`config.mk`:
```
export PLATFORM = sky130hd
export DESIGN_NAME = xcvr_mux_hub
export DESIGN_NICKNAME = d
export VERILOG_FILES = /design/src/rtl/xmh_pkg.sv /design/src/rtl/xmh_ctrl.sv /design/src/rtl/xmh_shifter.sv /design/src/rtl/xmh_line_route.sv /design/src/rtl/xmh_sync_bank.sv /design/src/rtl/xcvr_mux_hub.sv
export SDC_FILE = /design/constraint.sdc
export NUM_CORES = 1
export LEC_CHECK = 0
export ABC_AREA = 0
export BUFFER_PORTS_ARGS = -buffer_cell sky130_fd_sc_hd__buf_4
export CAP_MARGIN = 20
export CORE_ASPECT_RATIO = 0.5
export CORE_MARGIN = 2
export CORE_UTILIZATION = 45
export DETAILED_ROUTE_END_ITERATION = 10
export PLACE_DENSITY = 0.76
export SYNTH_ARGS = -nofsm -noshare
export SYNTH_HDL_FRONTEND = slang
export SYNTH_SLANG_ARGS = --single-unit
```
`constraint.sdc`:
```
create_clock -name clk -period 4 [get_ports clk]
set_input_delay 0.2 -clock clk [delete_from_list [all_inputs] [get_ports clk]]
set_output_delay 0.2 -clock clk [all_outputs]
set_load 0.005 [all_outputs]
```
`src/rtl/xmh_pkg.sv`:
```
package xmh_pkg;
    localparam int CMD_W    = 8;
    localparam int CMD_RX   = 4;
    localparam int CMD_TX   = 5;
    localparam int CMD_KEEP = 6;
    localparam int CMD_CLR  = 7;

    typedef enum logic [2:0] {
        ST_IDLE  = 3'b000,
        ST_WRITE = 3'b001,
        ST_READ  = 3'b110,
        ST_DONE  = 3'b100,
        ST_END   = 3'b011
    } xmh_state_e;
endpackage

```
`src/rtl/xmh_ctrl.sv`:
```
module xmh_ctrl
    import xmh_pkg::*;
#(
    parameter int LINE_W = 4
) (
    input  logic              clk,
    input  logic              rst_n,
    input  logic              cmd_wr,
    input  logic [CMD_W-1:0]  cmd_data,
    input  logic              sel_sync,
    input  logic              last_bit,
    output xmh_state_e        state_o,
    output logic [LINE_W-1:0] line_o,
    output logic              start_o,
    output logic              is_tx_o,
    output logic              shift_o,
    output logic              commit_o,
    output logic              set_o,
    output logic [LINE_W-1:0] set_line_o,
    output logic              clr_o
);
    xmh_state_e        state_q, state_d;
    logic [LINE_W-1:0] line_q;
    logic              keep_q;
    logic              want_xfer, accept, load_only, clear_cmd;

    assign want_xfer = cmd_data[CMD_TX] | cmd_data[CMD_RX];
    assign accept    = (state_q == ST_IDLE) && cmd_wr && want_xfer;
    assign load_only = (state_q == ST_IDLE) && cmd_wr && !want_xfer;
    assign clear_cmd = cmd_wr && cmd_data[CMD_CLR];

    always_comb begin
        state_d = state_q;
        unique case (state_q)
            ST_IDLE:  if (accept) state_d = cmd_data[CMD_TX] ? ST_WRITE : ST_READ;
            ST_WRITE: if (sel_sync && last_bit) state_d = ST_DONE;
            ST_READ:  if (sel_sync && last_bit) state_d = ST_DONE;
            ST_DONE:  if (clear_cmd) state_d = keep_q ? ST_IDLE : ST_END;
            ST_END:   state_d = ST_IDLE;
            default:  state_d = ST_IDLE;
        endcase
    end

    always_ff @(posedge clk or negedge rst_n) begin
        if (!rst_n) begin
            state_q <= ST_IDLE;
            line_q  <= '0;
            keep_q  <= 1'b0;
        end else begin
            state_q <= state_d;
            if (accept || load_only) line_q <= cmd_data[LINE_W-1:0];
            if (accept) keep_q <= cmd_data[CMD_KEEP];
        end
    end

    always_comb begin
        state_o    = state_q;
        line_o     = line_q;
        start_o    = accept;
        is_tx_o    = cmd_data[CMD_TX];
        set_o      = accept;
        set_line_o = cmd_data[LINE_W-1:0];
        clr_o      = (state_q == ST_END);
        shift_o    = ((state_q == ST_WRITE) || (state_q == ST_READ)) && sel_sync;
        commit_o   = (state_q == ST_READ) && sel_sync && last_bit;
    end


    line_stable_chk: assert property (@(posedge clk) disable iff (!rst_n)
        (state_q != ST_IDLE) |=> $stable(line_q));

    done_hold_chk: assert property (@(posedge clk) disable iff (!rst_n)
        (state_q == ST_DONE && !clear_cmd) |=> (state_q == ST_DONE));

    end_exit_chk: assert property (@(posedge clk) disable iff (!rst_n)
        (state_q == ST_END) |=> (state_q == ST_IDLE));
endmodule

```
`src/rtl/xmh_shifter.sv`:
```
module xmh_shifter #(
    parameter int WORD_W = 8
) (
    input  logic              clk,
    input  logic              rst_n,
    input  logic              start,
    input  logic [WORD_W-1:0] load_val,
    input  logic              shift,
    input  logic              in_bit,
    input  logic              commit,
    output logic              out_bit,
    output logic              last_bit,
    output logic [WORD_W-1:0] rx_word
);
    localparam int CNT_W = (WORD_W > 1) ? $clog2(WORD_W) : 1;

    logic [WORD_W-1:0] sreg_q, rx_q;
    logic [CNT_W-1:0]  cnt_q;
    logic [WORD_W-1:0] sreg_next;

    assign sreg_next = {sreg_q[WORD_W-2:0], in_bit};

    always_ff @(posedge clk or negedge rst_n) begin
        if (!rst_n) begin
            sreg_q <= '0;
            cnt_q  <= '0;
            rx_q   <= '0;
        end else begin
            if (start) begin
                sreg_q <= load_val;
                cnt_q  <= '0;
            end else if (shift) begin
                sreg_q <= sreg_next;
                cnt_q  <= cnt_q + 1'b1;
            end
            if (commit) rx_q <= sreg_next;
        end
    end

    assign out_bit  = sreg_q[WORD_W-1];
    assign last_bit = (cnt_q == CNT_W'(WORD_W - 1));
    assign rx_word  = rx_q;


    count_hold_chk: assert property (@(posedge clk) disable iff (!rst_n)
        (!shift && !start) |=> $stable(cnt_q));

    bit_hold_chk: assert property (@(posedge clk) disable iff (!rst_n)
        (!shift && !start) |=> $stable(out_bit));
endmodule

```
`src/rtl/xmh_line_route.sv`:
```
module xmh_line_route #(
    parameter int NUM_LINES = 16,
    parameter int LINE_W    = 4
) (
    input  logic [LINE_W-1:0]    line,
    input  logic [NUM_LINES-1:0] data_in,
    input  logic [NUM_LINES-1:0] sync_in,
    input  logic [NUM_LINES-1:0] sync_rel,
    input  logic                 tx_bit,
    input  logic                 tx_active,
    input  logic                 set,
    input  logic [LINE_W-1:0]    set_line,
    input  logic                 clr,
    output logic [NUM_LINES-1:0] data_out,
    output logic [NUM_LINES-1:0] data_oe,
    output logic                 sel_data,
    output logic                 sel_sync,
    output logic [NUM_LINES-1:0] set_vec,
    output logic [NUM_LINES-1:0] clr_vec
);
    assign sel_data = data_in[line];
    assign sel_sync = sync_in[line] & sync_rel[line];

    for (genvar i = 0; i < NUM_LINES; i++) begin : g_demux
        logic hit;
        assign hit        = (line == LINE_W'(i));
        assign data_oe[i] = tx_active & hit;
        assign data_out[i]= tx_active & hit & tx_bit;
        assign set_vec[i] = set & (set_line == LINE_W'(i));
        assign clr_vec[i] = clr & hit;
    end
endmodule

```
`src/rtl/xmh_sync_bank.sv`:
```
module xmh_sync_bank #(
    parameter int NUM_LINES = 16
) (
    input  logic                 clk,
    input  logic                 rst_n,
    input  logic [NUM_LINES-1:0] set_vec,
    input  logic [NUM_LINES-1:0] clr_vec,
    input  logic [NUM_LINES-1:0] req_out,
    output logic [NUM_LINES-1:0] sync_rel
);
    logic [NUM_LINES-1:0] req_prev_q, clamp;

    assign clamp = req_out & ~req_prev_q;

    always_ff @(posedge clk or negedge rst_n) begin
        if (!rst_n) req_prev_q <= '0;
        else        req_prev_q <= req_out;
    end

    for (genvar i = 0; i < NUM_LINES; i++) begin : g_flop
        logic rel_q;
        always_ff @(posedge clk or negedge rst_n) begin
            if (!rst_n)                     rel_q <= 1'b0;
            else if (clamp[i] || clr_vec[i]) rel_q <= 1'b0;
            else if (set_vec[i])            rel_q <= 1'b1;
        end
        assign sync_rel[i] = rel_q;
    end


    clamp_wins_chk: assert property (@(posedge clk) disable iff (!rst_n)
        (|clamp) |=> ((sync_rel & $past(clamp)) == '0));
endmodule

```
`src/rtl/xcvr_mux_hub.sv`:
```
module xcvr_mux_hub
    import xmh_pkg::*;
#(
    parameter int NUM_LINES = 16,
    parameter int WORD_W    = 8
) (
    input  logic                 clk,
    input  logic                 rst_n,
    input  logic                 cmd_wr,
    input  logic [CMD_W-1:0]     cmd_data,
    input  logic [WORD_W-1:0]    tx_word,
    input  logic [NUM_LINES-1:0] link_data_in,
    input  logic [NUM_LINES-1:0] link_sync_in,
    input  logic [NUM_LINES-1:0] link_req_out,
    output logic [NUM_LINES-1:0] link_data_out,
    output logic [NUM_LINES-1:0] link_data_oe,
    output logic [NUM_LINES-1:0] link_sync_rel,
    output logic [WORD_W-1:0]    rx_word,
    output logic [7:0]           status,
    output logic [2:0]           state_code,
    output logic                 irq
);
    localparam int LINE_W = (NUM_LINES > 1) ? $clog2(NUM_LINES) : 1;

    xmh_state_e           state;
    logic [LINE_W-1:0]    line, set_line;
    logic                 start, is_tx, shift, commit, set, clr;
    logic                 sel_sync, sel_data, last_bit, out_bit;
    logic [NUM_LINES-1:0] set_vec, clr_vec;

    xmh_ctrl #(.LINE_W(LINE_W)) u_ctrl (
        .clk(clk), .rst_n(rst_n), .cmd_wr(cmd_wr), .cmd_data(cmd_data),
        .sel_sync(sel_sync), .last_bit(last_bit), .state_o(state), .line_o(line),
        .start_o(start), .is_tx_o(is_tx), .shift_o(shift), .commit_o(commit),
        .set_o(set), .set_line_o(set_line), .clr_o(clr)
    );

    xmh_shifter #(.WORD_W(WORD_W)) u_shift (
        .clk(clk), .rst_n(rst_n), .start(start),
        .load_val(is_tx ? tx_word : '0), .shift(shift), .in_bit(sel_data),
        .commit(commit), .out_bit(out_bit), .last_bit(last_bit), .rx_word(rx_word)
    );

    xmh_line_route #(.NUM_LINES(NUM_LINES), .LINE_W(LINE_W)) u_route (
        .line(line), .data_in(link_data_in), .sync_in(link_sync_in),
        .sync_rel(link_sync_rel), .tx_bit(out_bit), .tx_active(state == ST_WRITE),
        .set(set), .set_line(set_line), .clr(clr), .data_out(link_data_out),
        .data_oe(link_data_oe), .sel_data(sel_data), .sel_sync(sel_sync),
        .set_vec(set_vec), .clr_vec(clr_vec)
    );

    xmh_sync_bank #(.NUM_LINES(NUM_LINES)) u_sync (
        .clk(clk), .rst_n(rst_n), .set_vec(set_vec), .clr_vec(clr_vec),
        .req_out(link_req_out), .sync_rel(link_sync_rel)
    );

    assign state_code = state;
    assign irq        = (state == ST_DONE);
    assign status     = {state == ST_DONE, state != ST_IDLE, link_sync_rel[line],
                         1'b0, 4'(line)};


    one_driver_chk: assert property (@(posedge clk) disable iff (!rst_n)
        $onehot0(link_data_oe));

    drive_needs_release_chk: assert property (@(posedge clk) disable iff (!rst_n)
        ((link_data_oe & ~link_sync_rel) == '0) || $past(|link_req_out));
endmodule

```
* Word-level counts from Yosys, hierarchy flattened *
Cells that the tools add are included.

storage, ports and cells
  register bits after elaboration = 59
  output and inout bits = 68
  input bits = 67
  logic and storage cells = 230

operators by class
  $lt $le $gt $ge = 1
  reduce and logical (&&, ||, !) cells = 50
  multiplexer cells = 49
  add/sub/neg operators = 1
  bitwise gates (word level) = 68
  equal/unequal tests = 38

operators with widths
  cell                                                                          count
  1-bit AND                                                                     65
  4-bit == test, second input constant                                          16
  1-bit 2-to-1 mux                                                              35
  2-bit nonzero test                                                            17
  4-bit by 3-bit == test with 1-bit output, second input constant               8
  8-bit 2-to-1 mux                                                              3
  1-bit logical OR                                                              18
  3-bit 2-to-1 mux                                                              6
  16-bit AND                                                                    1
  4-bit by 2-bit == test with 1-bit output, second input constant               4
  16-bit NOT                                                                    1
  1-bit binary-select mux with 4-bit select                                     3
  3-bit == test, second input constant                                          3
  3-bit case mux with 3 select lines                                            1
  4-bit by 1-bit == test with 1-bit output, second input constant               2
  1-bit logical AND                                                             8
  4-bit zero test                                                               2
  2-bit by 1-bit inequality test with 1-bit output, second input constant       3
  4-bit by 5-bit less-than comparator with 1-bit output, second input constant  1
  3-bit by 1-bit adder with 3-bit output, second input constant                 1
  3-bit by 1-bit == test with 1-bit output, second input constant               1
  3-bit by 2-bit == test with 1-bit output, second input constant               1
  3-bit zero test                                                               1
  3-bit AND reduction                                                           1
  5 further kinds                                                               5

* Longest topological paths before layout *
  word-level depth = 6
  mapped depth = 8
  depth with buffers taken out = 5

* Hierarchy *
From an unflattened synthesis, not the netlist that was laid out.

second synthesis, totals
  cell total of the unflattened synthesis = 360
  area, all modules = 3766.1 um2

modules (own cells, without submodules)
  module          area each (um2)  instances  sequential area each (um2)  cells each
  xmh_sync_bank   1361.3           1          800.8                       96
  xmh_line_route  854.6            1          0.0                         130
  xmh_shifter     809.5            1          475.5                       63
  xmh_ctrl        515.5            1          200.2                       50
  xcvr_mux_hub    225.2            1          0.0                         21

* Least setup slack after synthesis *
Ideal clock, no wire load.

  path kind = register -> register
  start = register u_ctrl.line_q[0] (netlist: u_ctrl.line_o[0])
  end = register u_shift.rx_q[0] (netlist: u_shift.rx_word[0])
  clock period less this slack = 2270 ps
  setup slack = 1730 ps
  buffers on the path = 3
  stages on the path, launching flop included = 9
  data required time = 3875 ps
  data arrival time = 2145 ps
  library setup time = 125 ps
  cells stage by stage = dfrtp_1 > buf_6 > mux4_2 > nand2_1 > and4_4 > buf_6 > or4b_4 > buf_6 > mux2_4

on the way
  longest elaborated chain between the ends = 5
  elaborated cells between the ends (all ways) = 9
  classes of those cells = mux: 6; bitwise: 1; reduce/logical: 2

ends and longest elaborated chain
  element                                    RTL line              RTL
  start: declaration                         xmh_ctrl.sv:23        logic [LINE_W-1:0] line_q;
  start signal: assignment                   xmh_ctrl.sv:51        if (accept || load_only) line_q <= cmd_data[LINE_W-1:0];
  1-bit binary-select mux with 4-bit select  xmh_line_route.sv:22  assign sel_sync = sync_in[line] & sync_rel[line];
  1-bit 2-to-1 mux (not written as such)     xmh_line_route.sv:22
  1-bit AND                                  xmh_line_route.sv:22
  1-bit logical AND (2 in series)            xmh_ctrl.sv:65        commit_o = (state_q == ST_READ) && sel_sync && last_bit;
  end signal: assignment                     xmh_shifter.sv:36     if (commit) rx_q <= sreg_next;
  end: declaration                           xmh_shifter.sv:17     logic [WORD_W-1:0] sreg_q, rx_q;

Several ways; a longest one is shown, not always the timed one. The select of a mux whose other input is x is not followed.
A chain may end at the register's enable or synchronous reset.

* Worst setup path after layout *
  start = register u_ctrl.line_q[0] (netlist: u_ctrl.line_o[0])
  end = register u_shift.sreg_q[2]

on the way
  longest elaborated chain between the ends = 5
  elaborated cells between the ends (all ways) = 7
  classes of those cells = mux: 4; bitwise: 1; reduce/logical: 2

ends and longest elaborated chain
  element                                    RTL line              RTL
  1-bit binary-select mux with 4-bit select  xmh_line_route.sv:22
  1-bit 2-to-1 mux (not written as such)     xmh_line_route.sv:22
  1-bit AND (*)                              xmh_line_route.sv:22
  1-bit logical AND (*)                      xmh_ctrl.sv:64        shift_o = ((state_q == ST_WRITE) || (state_q == ST_READ)) && sel_sync;
  2-bit nonzero test (no line) (*)           n/a
  end signal: assignment                     xmh_shifter.sv:30     sreg_q <= load_val;
  end signal: assignment                     xmh_shifter.sv:33     sreg_q <= sreg_next;
  end: declaration                           xmh_shifter.sv:17

Mark *: on every way between the ends. The rest lies on a longest branch, timed or not. The select of a mux whose other input is x is not followed.

==> flow_metrics.tcl <==
set metrics [dict create \
    slew_headroom 0.443 \
    grtUsageTotal 0.254 \
    fin_cells 527 \
    overflow 0 \
    ys_warn_count 0 \
    dr.pass1.iters 4 \
    drc 0 \
    r2r-start "u_ctrl.line_o[0]$_DFFE_PN0P_" \
    root_buffer "clkbuf_16" \
    hold_start "cmd_data[6]" \
    routedWlPerCell_um 17.6 \
    switching_share 0.361 \
    n_fill_cell 536 \
    hold_viol_final 0 \
    slowest_stage "dfrtp_1" \
    avgViaCountPerCell 5.53 \
    drive_gt1_frac 0.409 \
    worstReg2RegEnd "u_shift.sreg_q[2]$_DFFE_PN0P_" \
    ctsResizeCount 0 \
    regToRegSetupSlack_ps 1130 \
    syn_area_um2 3190 \
    htree_levels 3 \
    synth.distinct_cells 42 \
    ir_drop_mv 0.259 \
    ys_seq_area_frac 0.463 \
    power_density_nw_per_um2 554 \
    max_cap_violations 0 \
    path_cells "mux4_2 > a22o_1 > nor2_1 > or3_1 > o221a_1" \
    power_frac_clock 0.264 \
    vias 2912 \
    post_cts_buffers 0 \
    worst_setup_path_end_kind "flop" \
    fin_setup_tns_ps 0 \
    start_kind "flop" \
    cts_buffers 9 \
    cts_tree "yes" \
    leakagePower_uw 0.00222 \
    final_net_count 502 \
    initial_core_util 0.471 \
    critPathTopFamily "flip-flops" \
    critical_path_class "flop to flop" \
    setup_viol 0 \
    die_area_um2 7820 \
    outcome "completed" \
    core_area_um2 6780 \
    synthTopCellsByCount "dfrtp_1 (59), nor2_1 (42), nand2_1 (32)" \
    critPathLaunch "u_ctrl.line_o[0]$_DFFE_PN0P_" \
    clk_pin_slew_ps 50 \
    synth_nets 373 \
    clock_path_buffers 2 \
    clock_latency_ps 330 \
    worst_pin_slew_ps 836 \
    async_reset_ff_frac 1.00 \
    rsz0062_at_grt "false" \
    hold_depth 3 \
    synthCells 304 \
    worst_clock_skew_ps 5.99 \
    ant_nets 0 \
    synthFlopType "dfrtp_1" \
    grt_max_degree 60 \
    grt_pass1_vias 2958 \
    cpPeakStageDelay_ps 880 \
    whs_endpoint "u_ctrl.keep_q$_DFFE_PN0P_" \
    cp.buffers_inverters 0 \
    ios 135 \
    cp_max_fo 18 \
    worstPathRequired_ps 4250 \
    pwr-share-comb 0.386 \
    cts.sinks 59 \
    dp_cells 497 \
    fp.dieW_um 123 \
    gp_congestion 0.839 \
    arrival_ps 3130 \
    net-switching-power_uw 902 \
    intPower_uw 1600 \
    drv_slew 0 \
    synth_edf_count 0 \
    rows 21 \
    r2r_cells 5 \
    ys_seq_elements 59 \
    p_seq_frac 0.350 \
    hpwl_mm 6.94 \
    antenna_found_initial 0 \
    grt_pass1_wl_mm 15.0 \
    period_needed_ps 2870 \
    first_iter_violations 227 \
    drt-total-wl_mm 9.28 \
    yosys.cell_count.top_type "dfrtp_1" \
    cts_hold_buf 17 \
    io_buffers 133 \
    fmaxAchievable_mhz 348 \
    syn_to_final_growth_pct 41.3 \
    seqCellArea_um2 1480 \
    fin_crit_sh 0.719 \
    multi_input_area_um2 1400 \
    syn_avg_cell_area_um2 10.5 \
    yosysTopAreaCellShare 0.463 \
    yosys-top-cells-area "dfrtp_1 (46%), mux4_2 (8.5%), nor2_1 (4.9%)" \
    die_h_um 63.6 \
    num_antenna_cells 0 \
    synth_top_area_cell "dfrtp_1" \
    hold_path_class "primary input to flop" \
]
## worst register-to-register path, stage by stage (launching register included)
cell and delay (ps):
dfrtp_1 880, mux4_2 610, a22o_1 240, nor2_1 370, or3_1 450, o221a_1 260
## placed cells by master, fill, tap and decap left out, drive strengths merged, types with 12 or more instances in the layout
cell type	count
nor2	43
buf	135
a21oi	14
mux4	12
clkbuf	13
a221oi	16
inv	22
dfrtp	59
dlygate4sd3	17
nand2	32
mux2	12
## worst max-delay path by stage
stage | to | slack, ps | depth (start not counted)
6_report | u_shift.sreg_q[2]$_DFFE_PN0P_ | 1130 | 5
5_1_grt | u_shift.cnt_q[1]$_DFFE_PN0P_ | 900 | 5
4_1_cts | u_shift.sreg_q[2]$_DFFE_PN0P_ | 1130 | 5
3_5_place_dp | u_shift.rx_word[6]$_DFFE_PN0P_ | 1160 | 5
3_3_place_gp | u_shift.rx_word[5]$_DFFE_PN0P_ | 1230 | 5
2_1_floorplan | u_shift.rx_word[0]$_DFFE_PN0P_ | 1730 | 8
## sequential cells by signal, indices dropped and copies added, names as in the netlist
register	flops
u_ctrl.keep_q	1
u_shift.rx_word	8
u_sync.g_flop.rel_q	16
u_sync.req_prev_q	16
u_shift.sreg_q	8
u_ctrl.line_o	4
u_shift.cnt_q	3
u_ctrl.state_o	3
## cell type report
cell class,count,share of cell area
flip-flops and latches,59,0.327
multi-input cells,189,0.311
repair buffers,152,0.262
clock buffers,13,0.0555
well taps,92,0.0255
inverters,22,0.0183
## metal layers
layer	routed length (um)	track usage	part of all wire	up-vias
li1	-	-	-	1320
met4	134	0.0682	0.014	0
met2	4840	0.416	0.52	118
met1	3770	0.330	0.41	1458
met3	537	0.0761	0.058	16
met5	0	0	0	-
## metrics by stage
step,util,total power [uW],hold slack (ps),worst slack [ps],cell area [um^2]
after floorplan,-,1470,-95.6,1730,3190
after global placement,0.603,1780,285,1230,4090
after detailed placement,0.603,1820,302,1160,4090
after CTS,0.665,2500,82.9,1130,4510
after global routing,0.665,2650,84.0,899,4510
final,0.665,2500,83.6,1130,4510
## power groups by stage
stage | sequential, uW | combinational, uW | clock (uW)
floorplan | 792 | 680 | 0
global placement | 870 | 907 | 0
detailed placement | 882 | 937 | 0
CTS | 874 | 956 | 672
global route | 899 | 1050 | 705
finish | 875 | 964 | 660
## cells by family after synthesis
logic type,after synthesis,share of synthesized area
adder cells (fa/ha/maj),2,0.00784
AND/OR/NAND/NOR,106,0.156
flip-flops,59,0.463
buffers and inverters,56,0.0980
multiplexers,27,0.146
other,1,0.00117
AO/OA/AOI/OAI,53,0.129
Power figures use the tool's default switching activity.
